`config.mk`:
```
export PLATFORM = sky130hd
export DESIGN_NAME = tag_cache_ram
export DESIGN_NICKNAME = d
export VERILOG_FILES = /design/src/rtl/tag_pkg.sv /design/src/rtl/tag_input_regs.sv /design/src/rtl/tag_store.sv /design/src/rtl/tag_compare.sv /design/src/rtl/tag_cache_ram.sv
export SDC_FILE = /design/constraint.sdc
export NUM_CORES = 1
export LEC_CHECK = 0
export ABC_AREA = 1
export BUFFER_PORTS_ARGS = -buffer_cell sky130_fd_sc_hd__clkbuf_2
export CAP_MARGIN = 15
export CORE_ASPECT_RATIO = 0.5
export CORE_UTILIZATION = 25
export DETAILED_ROUTE_END_ITERATION = 16
export PLACE_DENSITY_LB_ADDON = 0.15
export SYNTH_ARGS = -nofsm -noshare
export SYNTH_HDL_FRONTEND = slang
export SYNTH_SLANG_ARGS = --single-unit
export TNS_END_PERCENT = 10
```
`constraint.sdc`:
```
create_clock -name clk -period 3.1 [get_ports clk]
set_clock_uncertainty 0.05 [all_clocks]
set_input_delay 0.465 -clock clk [delete_from_list [all_inputs] [get_ports clk]]
set_output_delay 0.465 -clock clk [all_outputs]
set_load 0.005 [all_outputs]
```
`src/rtl/tag_pkg.sv`:
```
package tag_pkg;

  typedef enum logic [1:0] {
    OP_IDLE  = 2'd0,
    OP_READ  = 2'd1,
    OP_WRITE = 2'd2
  } tag_op_e;

  function automatic logic chip_selected(input logic sel_n, input logic sel_hi);
    return !sel_n && sel_hi;
  endfunction

endpackage

```
`src/rtl/tag_input_regs.sv`:
```
module tag_input_regs
  import tag_pkg::*;
#(
  parameter int AW = 6,
  parameter int DW = 18
) (
  input  logic          clk,
  input  logic          rst,
  input  logic [AW-1:0] addr,
  input  logic [DW-1:0] din,
  input  logic          wr_n,
  input  logic          sel_n,
  input  logic          sel_hi,
  input  logic          load_n,
  output logic [AW-1:0] addr_q,
  output logic [DW-1:0] din_q,
  output tag_op_e       op_q
);

  logic sel;
  assign sel = chip_selected(sel_n, sel_hi);

  // Address and tag hold through reset; only the pending operation is cleared.
  always_ff @(posedge clk) begin
    if (rst) begin
      op_q <= OP_IDLE;
    end else begin
      if (sel) addr_q <= addr;
      if (sel && !load_n) din_q <= din;
      if (!sel)      op_q <= OP_IDLE;
      else if (wr_n) op_q <= OP_READ;
      else           op_q <= OP_WRITE;
    end
  end

endmodule

```
`src/rtl/tag_store.sv`:
```
module tag_store #(
  parameter int AW = 6,
  parameter int DW = 18
) (
  input  logic          clk,
  input  logic          we,
  input  logic [AW-1:0] addr,
  input  logic [DW-1:0] wdata,
  output logic [DW-1:0] rword
);

  localparam int DEPTH = 1 << AW;

  logic [DW-1:0] cells [DEPTH];

  always_ff @(posedge clk) begin
    if (we) cells[addr] <= wdata;
  end

  assign rword = cells[addr];

endmodule

```
`src/rtl/tag_compare.sv`:
```
module tag_compare #(
  parameter int DW = 18
) (
  input  logic          clk,
  input  logic          rst,
  input  logic [DW-1:0] key,
  input  logic [DW-1:0] word,
  output logic          hit_q
);

  logic [DW-1:0] bit_eq;

  for (genvar b = 0; b < DW; b++) begin : g_bit
    assign bit_eq[b] = ~(key[b] ^ word[b]);
  end

  always_ff @(posedge clk) begin
    if (rst) hit_q <= 1'b0;
    else     hit_q <= &bit_eq;
  end

endmodule

```
`src/rtl/tag_cache_ram.sv`:
```
module tag_cache_ram
  import tag_pkg::*;
#(
  parameter int ADDR_W = 6,
  parameter int DATA_W = 18
) (
  input  logic              clk,
  input  logic              rst,
  input  logic [ADDR_W-1:0] addr,
  input  logic [DATA_W-1:0] din,
  input  logic              wr_n,
  input  logic              sel_n,
  input  logic              sel_hi,
  input  logic              load_n,
  input  logic              oe_n,
  input  logic              match_oe_n,
  output logic [DATA_W-1:0] dout,
  output logic              dout_vld,
  output logic              match,
  output logic              match_vld
);

  logic [ADDR_W-1:0] addr_q;
  logic [DATA_W-1:0] din_q;
  tag_op_e           op_q;
  logic [DATA_W-1:0] rword;
  logic              hit_q;
  logic [DATA_W-1:0] dout_q;

  tag_input_regs #(.AW(ADDR_W), .DW(DATA_W)) u_in (
    .clk    (clk),
    .rst    (rst),
    .addr   (addr),
    .din    (din),
    .wr_n   (wr_n),
    .sel_n  (sel_n),
    .sel_hi (sel_hi),
    .load_n (load_n),
    .addr_q (addr_q),
    .din_q  (din_q),
    .op_q   (op_q)
  );

  tag_store #(.AW(ADDR_W), .DW(DATA_W)) u_store (
    .clk   (clk),
    .we    (op_q == OP_WRITE),
    .addr  (addr_q),
    .wdata (din_q),
    .rword (rword)
  );

  tag_compare #(.DW(DATA_W)) u_cmp (
    .clk   (clk),
    .rst   (rst),
    .key   (din_q),
    .word  (rword),
    .hit_q (hit_q)
  );

  always_ff @(posedge clk) begin
    if (rst)                  dout_q <= '0;
    else if (op_q == OP_READ) dout_q <= rword;
  end

  assign dout_vld  = !oe_n;
  assign dout      = oe_n ? '0 : dout_q;
  assign match_vld = !match_oe_n;
  assign match     = match_oe_n ? 1'b0 : hit_q;

endmodule

```
### Word level (Yosys, flattened, before mapping)

Memories as Yosys holds them, arrays and structs flattened. A register that Yosys moved wholly into a read port is not among the register bits.
Index checks and enable logic that the tools add are counted.

| word-level totals | value |
|---|---|
| register bits after elaboration | 45 |
| bits in writable memories | 1152 |
| input bits | 32 |
| output and inout bits | 21 |
| word-level logic and storage cells | 62 |
| memories kept | 1 |

Memories:

| name | words | width | rd ports | clocked after memory_dff | write ports | line | text |
|---|---|---|---|---|---|---|---|
| u_store.cells | 64 | 18 | 1 | 1 | 1 | tag_store.sv:14 | `logic [DW-1:0] cells [DEPTH];` |

| operators by class | value |
|---|---|
| equality and inequality tests | 2 |
| muxes and demuxes | 6 |
| bitwise operators | 38 |
| reduce and logical (&&, ||, !) cells | 10 |

Operators by type and width:

| operator | number |
|---|---|
| NOT 1 bit | 20 |
| 2-to-1 mux 18 bit | 1 |
| AND reduction 18 bit | 1 |
| bitwise XOR 1 bit | 18 |
| 2-to-1 mux 6 bit | 1 |
| logical NOT 1 bit | 4 |
| AND reduction 2 bit | 2 |
| 2-to-1 mux 1 bit | 3 |
| == test 2 x 1 -> 1 bit (second input constant) | 1 |
| == test 2 bit (second input constant) | 1 |
| logical AND 1 bit | 2 |
| 2-to-1 mux 2 bit | 1 |
| OR reduction 2 bit | 1 |

### Logic depth before layout (Yosys ltp)

| logic depth | value |
|---|---|
| depth after elaboration | 4 |
| mapped depth | 18 |
| gate-level depth less buffers | 16 |

### Hierarchy

From an unflattened synthesis, not the netlist that was laid out.

| second synthesis, totals | value |
|---|---|
| cell total of the unflattened synthesis | 5038 |
| area, all modules | 50628.6 um^2 |

Modules (own cells, without submodules):

| module | instances | cells each | area each (um^2) | seq. area each (um^2) |
|---|---|---|---|---|
| tag_store | 1 | 4763 | 48521.5 | 34593.2 |
| tag_cache_ram | 1 | 160 | 949.7 | 360.3 |
| tag_input_regs | 1 | 33 | 787.0 | 760.7 |
| tag_compare | 1 | 82 | 370.4 | 20.0 |

### Least setup slack after synthesis

No wires, ideal clock.

| timing | value |
|---|---|
| kind | register to register |
| start | reg u_in.op_q[1] |
| end | mem u_store.cells[0][0], enable pin |
| setup time | 0.393 ns |
| data arrival time | 1.754 ns |
| required time | 2.657 ns |
| slack | 0.903 ns |
| cell stages (with the launch flop) | 5 |
| buffers on the path | 0 |
| period minus slack after synthesis | 2.197 ns |
| cells stage by stage | dfxtp_1 inv_1 nor2_1 nand4_1 nor2_1 |

| between the ends | value |
|---|---|
| word-level cells in the longest chain between the ends | 3 |

RTL lines:

| what | line | text |
|---|---|---|
| from (decl) | tag_input_regs.sv:17 | `output tag_op_e op_q` |
| from (signal assigned) | tag_input_regs.sv:26 | `op_q <= OP_IDLE;` |
| from (signal assigned) | tag_input_regs.sv:30 | `if (!sel) op_q <= OP_IDLE;` |
| from (signal assigned) | tag_input_regs.sv:31 | `else if (wr_n) op_q <= OP_READ;` |
| == test 2 bit | tag_cache_ram.sv:46 | `.we (op_q == OP_WRITE),` |
| 2-to-1 mux 1 bit | tag_store.sv:17 | `if (we) cells[addr] <= wdata;` |
| 2-to-1 mux 1 bit (not written as such) | tag_store.sv:17 |  |
| to (decl) | tag_store.sv:14 |  |

Every way passes these cells.

==> impl_metrics.csv <==
group,metric,value,unit
floorplanning,initial_utilization,0.252,
synthesis,yosysWarnings,0,
final_layout,drive_gt1_frac,0.121,
synthesis,syn_inst,4174,
sta,fin_ws,0.0980,ns
setup_path,ff2ff_setup_slack,0.1,ns
floorplanning,fp.dieW,627,um
setup_path,slowest_delay,0.45,ns
synthesis,ys_top_cells_by_area,"edfxtp_1 72%, nand2_1 12%, nand3_1 10%",
setup_path,required,3.76,ns
final_layout,fin_nets,4390,
clocking,clkTransAtPathRegs,0.07,ns
setup_path,crit_chain,"clkinv_16 > buf_12 > buf_4 > nand2_1 > nand3_1 > nand3_1 > nand2_1 > nand2_1 > nand3_1 > nand3_2 > nand2_1 > nand2_1 > nand2_1 > inv_1 > nand2_1 > nor2_1 > nand3_1 > nor2_1",
sta,hold_ws,0.218,ns
routing,wl_per_cell,23.6,um
place,portBuffers,52,
synthesis,synth-edff-count,1176,
synthesis,async_flop_share,0,
power_and_ir_drop,p_sw_frac,0.245,
clocking,clk_root_buffer_cell,"clkbuf_16",
sta,rsz0062_at_grt,"false",
power_and_ir_drop,powerDensity,616,mW/mm2
routing,drt_first_pass_iters,6,
setup_path,crit_type,"reg -> reg",
place,pre_cts_ws,-0.0288,ns
setup_path,crit_top_cell,"nand2_1",
job,drv_cap,0,
clocking,clk_path_buf_depth,3,
worst_hold_path,whs_path_depth,5,
clocking,cts_max_level,3,
final_layout,instances_no_fill,7072,
synthesis,yosysMostFrequentCell,"nand2_1",
sta,setup_tns,0,ns
routing,drc_errors,0,
clocking,cts_sinks,1203,
floorplanning,dieHeight,314,um
power_and_ir_drop,p_leak,20.7,nW
grt,grt_max_degree,76,
place,dpl.cell_count,6812,
floorplanning,fp-row-count,114,
power_and_ir_drop,comb_power_share,0.082,
routing,drt_iter0_markers,2923,
place,post-dp-hpwl,97.6,mm
setup_path,r2r_cells,18,
setup_path,r2r-end,"u_cmp.hit_q",
setup_path,worstPathMaxFanout,38,
sta,slew_headroom,0.298,
final_layout,syn_to_final_growth,18.6,%
floorplanning,die_area,0.197,mm2
synthesis,yosysTopAreaCell,"edfxtp_1",
clocking,clkLatencyLatePin,0.78,ns
setup_path,cp-end-kind,"register",
clocking,cts_tree,"built",
sta,setup_viol,0,
synthesis,yosysSeqAreaShare,0.735,
sta,min_period_over_period,0.968,
synthesis,avgSynthCellArea,11.7,um2
grt,grt_usage,0.166,
sta,min_period,3.00,ns
worst_hold_path,min_path_type,"in -> reg",
synthesis,yosys-top-cells-count,"1499 x nand2_1, 1176 x edfxtp_1, 986 x nand3_1",
sta,final_max_slew_viol_count,0,
worst_hold_path,min_to,"dout_q[1]",
synthesis,synth_flop_cell,"edfxtp_1",
synthesis,syn_nets,4206,
grt,antenna_found_initial,6,
routing,drt-vias-per-instance,4.59,
floorplanning,pin_count,53,
floorplanning,core,0.194,mm2
grt,grt_overflow,0,
final_layout,final_util,0.299,
routing,routed_wl,167,mm
sta,fmax,0.333,GHz
outcome,status,"finished, final reports clean",
sta,hold_violations,0,
place,gp_congestion,0.815,
setup_path,startpoint_type,"register",
power_and_ir_drop,irDropWorstVdd,0.479,mV
setup_path,crit_slowest_cell,"dfxtp_4",
worst_hold_path,worstHoldStart,"rst",
power_and_ir_drop,netSwitchingPower,0.00873,W
clocking,cts_buffers,121,
power_and_ir_drop,p_clk_frac,0.418,
synthesis,synth_seq_cells,1203,
power_and_ir_drop,p_int,0.0269,W
sta,worst_slew_pin_slew,1.05,ns
routing,ant_nets,0,
synthesis,synth_cell_types,18,
setup_path,cp.arrival,3.66,ns
synthesis,synth_area,0.0488,mm2
grt,grt_pass1_wl,237,mm
routing,vias,32500,
synthesis,synth_top_cell_area_share,0.723,
power_and_ir_drop,pwr-share-seq,0.500,
grt,first_global_vias,31400,
[flip-flops by register name (all words and copies together), names as in the netlist, named ones only]
signal	flops
u_in.addr_q	6
dout_q	18
u_cmp.hit_q	1
u_store.cells	1152
u_in.op_q	2
u_in.din_q	18
[critical path: cells and delay by family, from the launching register on]
kind | cells | cell delay [ns]
buffers and inverters | 4 | 0.68
flip-flops | 1 | 0.45
AND/OR/NAND/NOR | 14 | 1.70
[through the flow]
stage	area, um2	total power, W
detailed placement	53500	0.0211
CTS	57700	0.0360
finish	57900	0.0356
floorplan	48800	0.0197
global route	57900	0.0369
global placement	53500	0.0211
[worst max path at each step]
| stage | slack, ns | from | end | depth (start not counted) |
|---|---|---|---|---|
| 5_1_grt | 0.003 | register | u_cmp.hit_q | 17 |
| 3_5_place_dp | -0.03 | register | u_cmp.hit_q | 17 |
| 2_1_floorplan | 0.90 | u_in.op_q[1] | u_store.cells[0][0] | 4 |
| 6_report | 0.1 | register | u_cmp.hit_q | 18 |
| 4_1_cts | 0.03 | register | u_cmp.hit_q | 15 |
| 3_3_place_gp | -0.06 | register | u_cmp.hit_q | 17 |
[cells in the final DEF, fill, tap and decap left out, types with 47 or more instances in the layout]
cell       Yosys  final
nand2_1     1499   1498
buf_12         0     47
buf_4         36    179
nand3_1      986    978
clkbuf_16      0    123
clkbuf_2       0     52
edfxtp_1    1176   1176
nor2_2         0     64
inv_1         65     65
[repair_timing]
action,in CTS,in global routing
cloned,0,2
buffers inserted,0,2
hold buffers,28,0
hold endpoints to repair,31,0
gates resized for setup,2,19
pin swaps,0,1
endpoints found under the setup margin,1,1
[power by group through the flow]
stage	combinational, W	sequential, W	clock, W
4_1_cts	0.00293	0.0178	0.0153
3_5_place_dp	0.00289	0.0182	0
2_1_floorplan	0.00154	0.0182	0
3_3_place_gp	0.00290	0.0182	0
5_1_grt	0.00318	0.0178	0.0159
6_report	0.00292	0.0178	0.0149
[cell type report]
cell class | instances | area (um2)
clock inverters | 74 | 769
fillers | 19800 | 136000
repair inverters | 1 | 11.3
diodes | 2 | 5.00
well taps | 2610 | 3270
repair buffers | 314 | 3000
inverters | 71 | 308
clock buffers | 151 | 3160
multi-input cells | 2646 | 11500
flip-flops and latches | 1203 | 35900
[cell families after synthesis]
group / count (synthesis) / synth area share
DFF: 1203 / 0.735
AOI/OAI and AO/OA: 50 / 0.00528
and+or+nand+nor: 2596 / 0.226
buffers and inverters: 325 / 0.0343
[metal layers]
metal  global-route usage  wire length (um)  vias to the layer above
li1                     -                 -                    15000
met1                0.242             79800                    16500
met2                0.261             75500                      789
met3               0.0242              8070                      176
met4               0.0371              3480                        0
met5                    0                 0                        -
No activity file was read; power rests on OpenSTA's default activity.
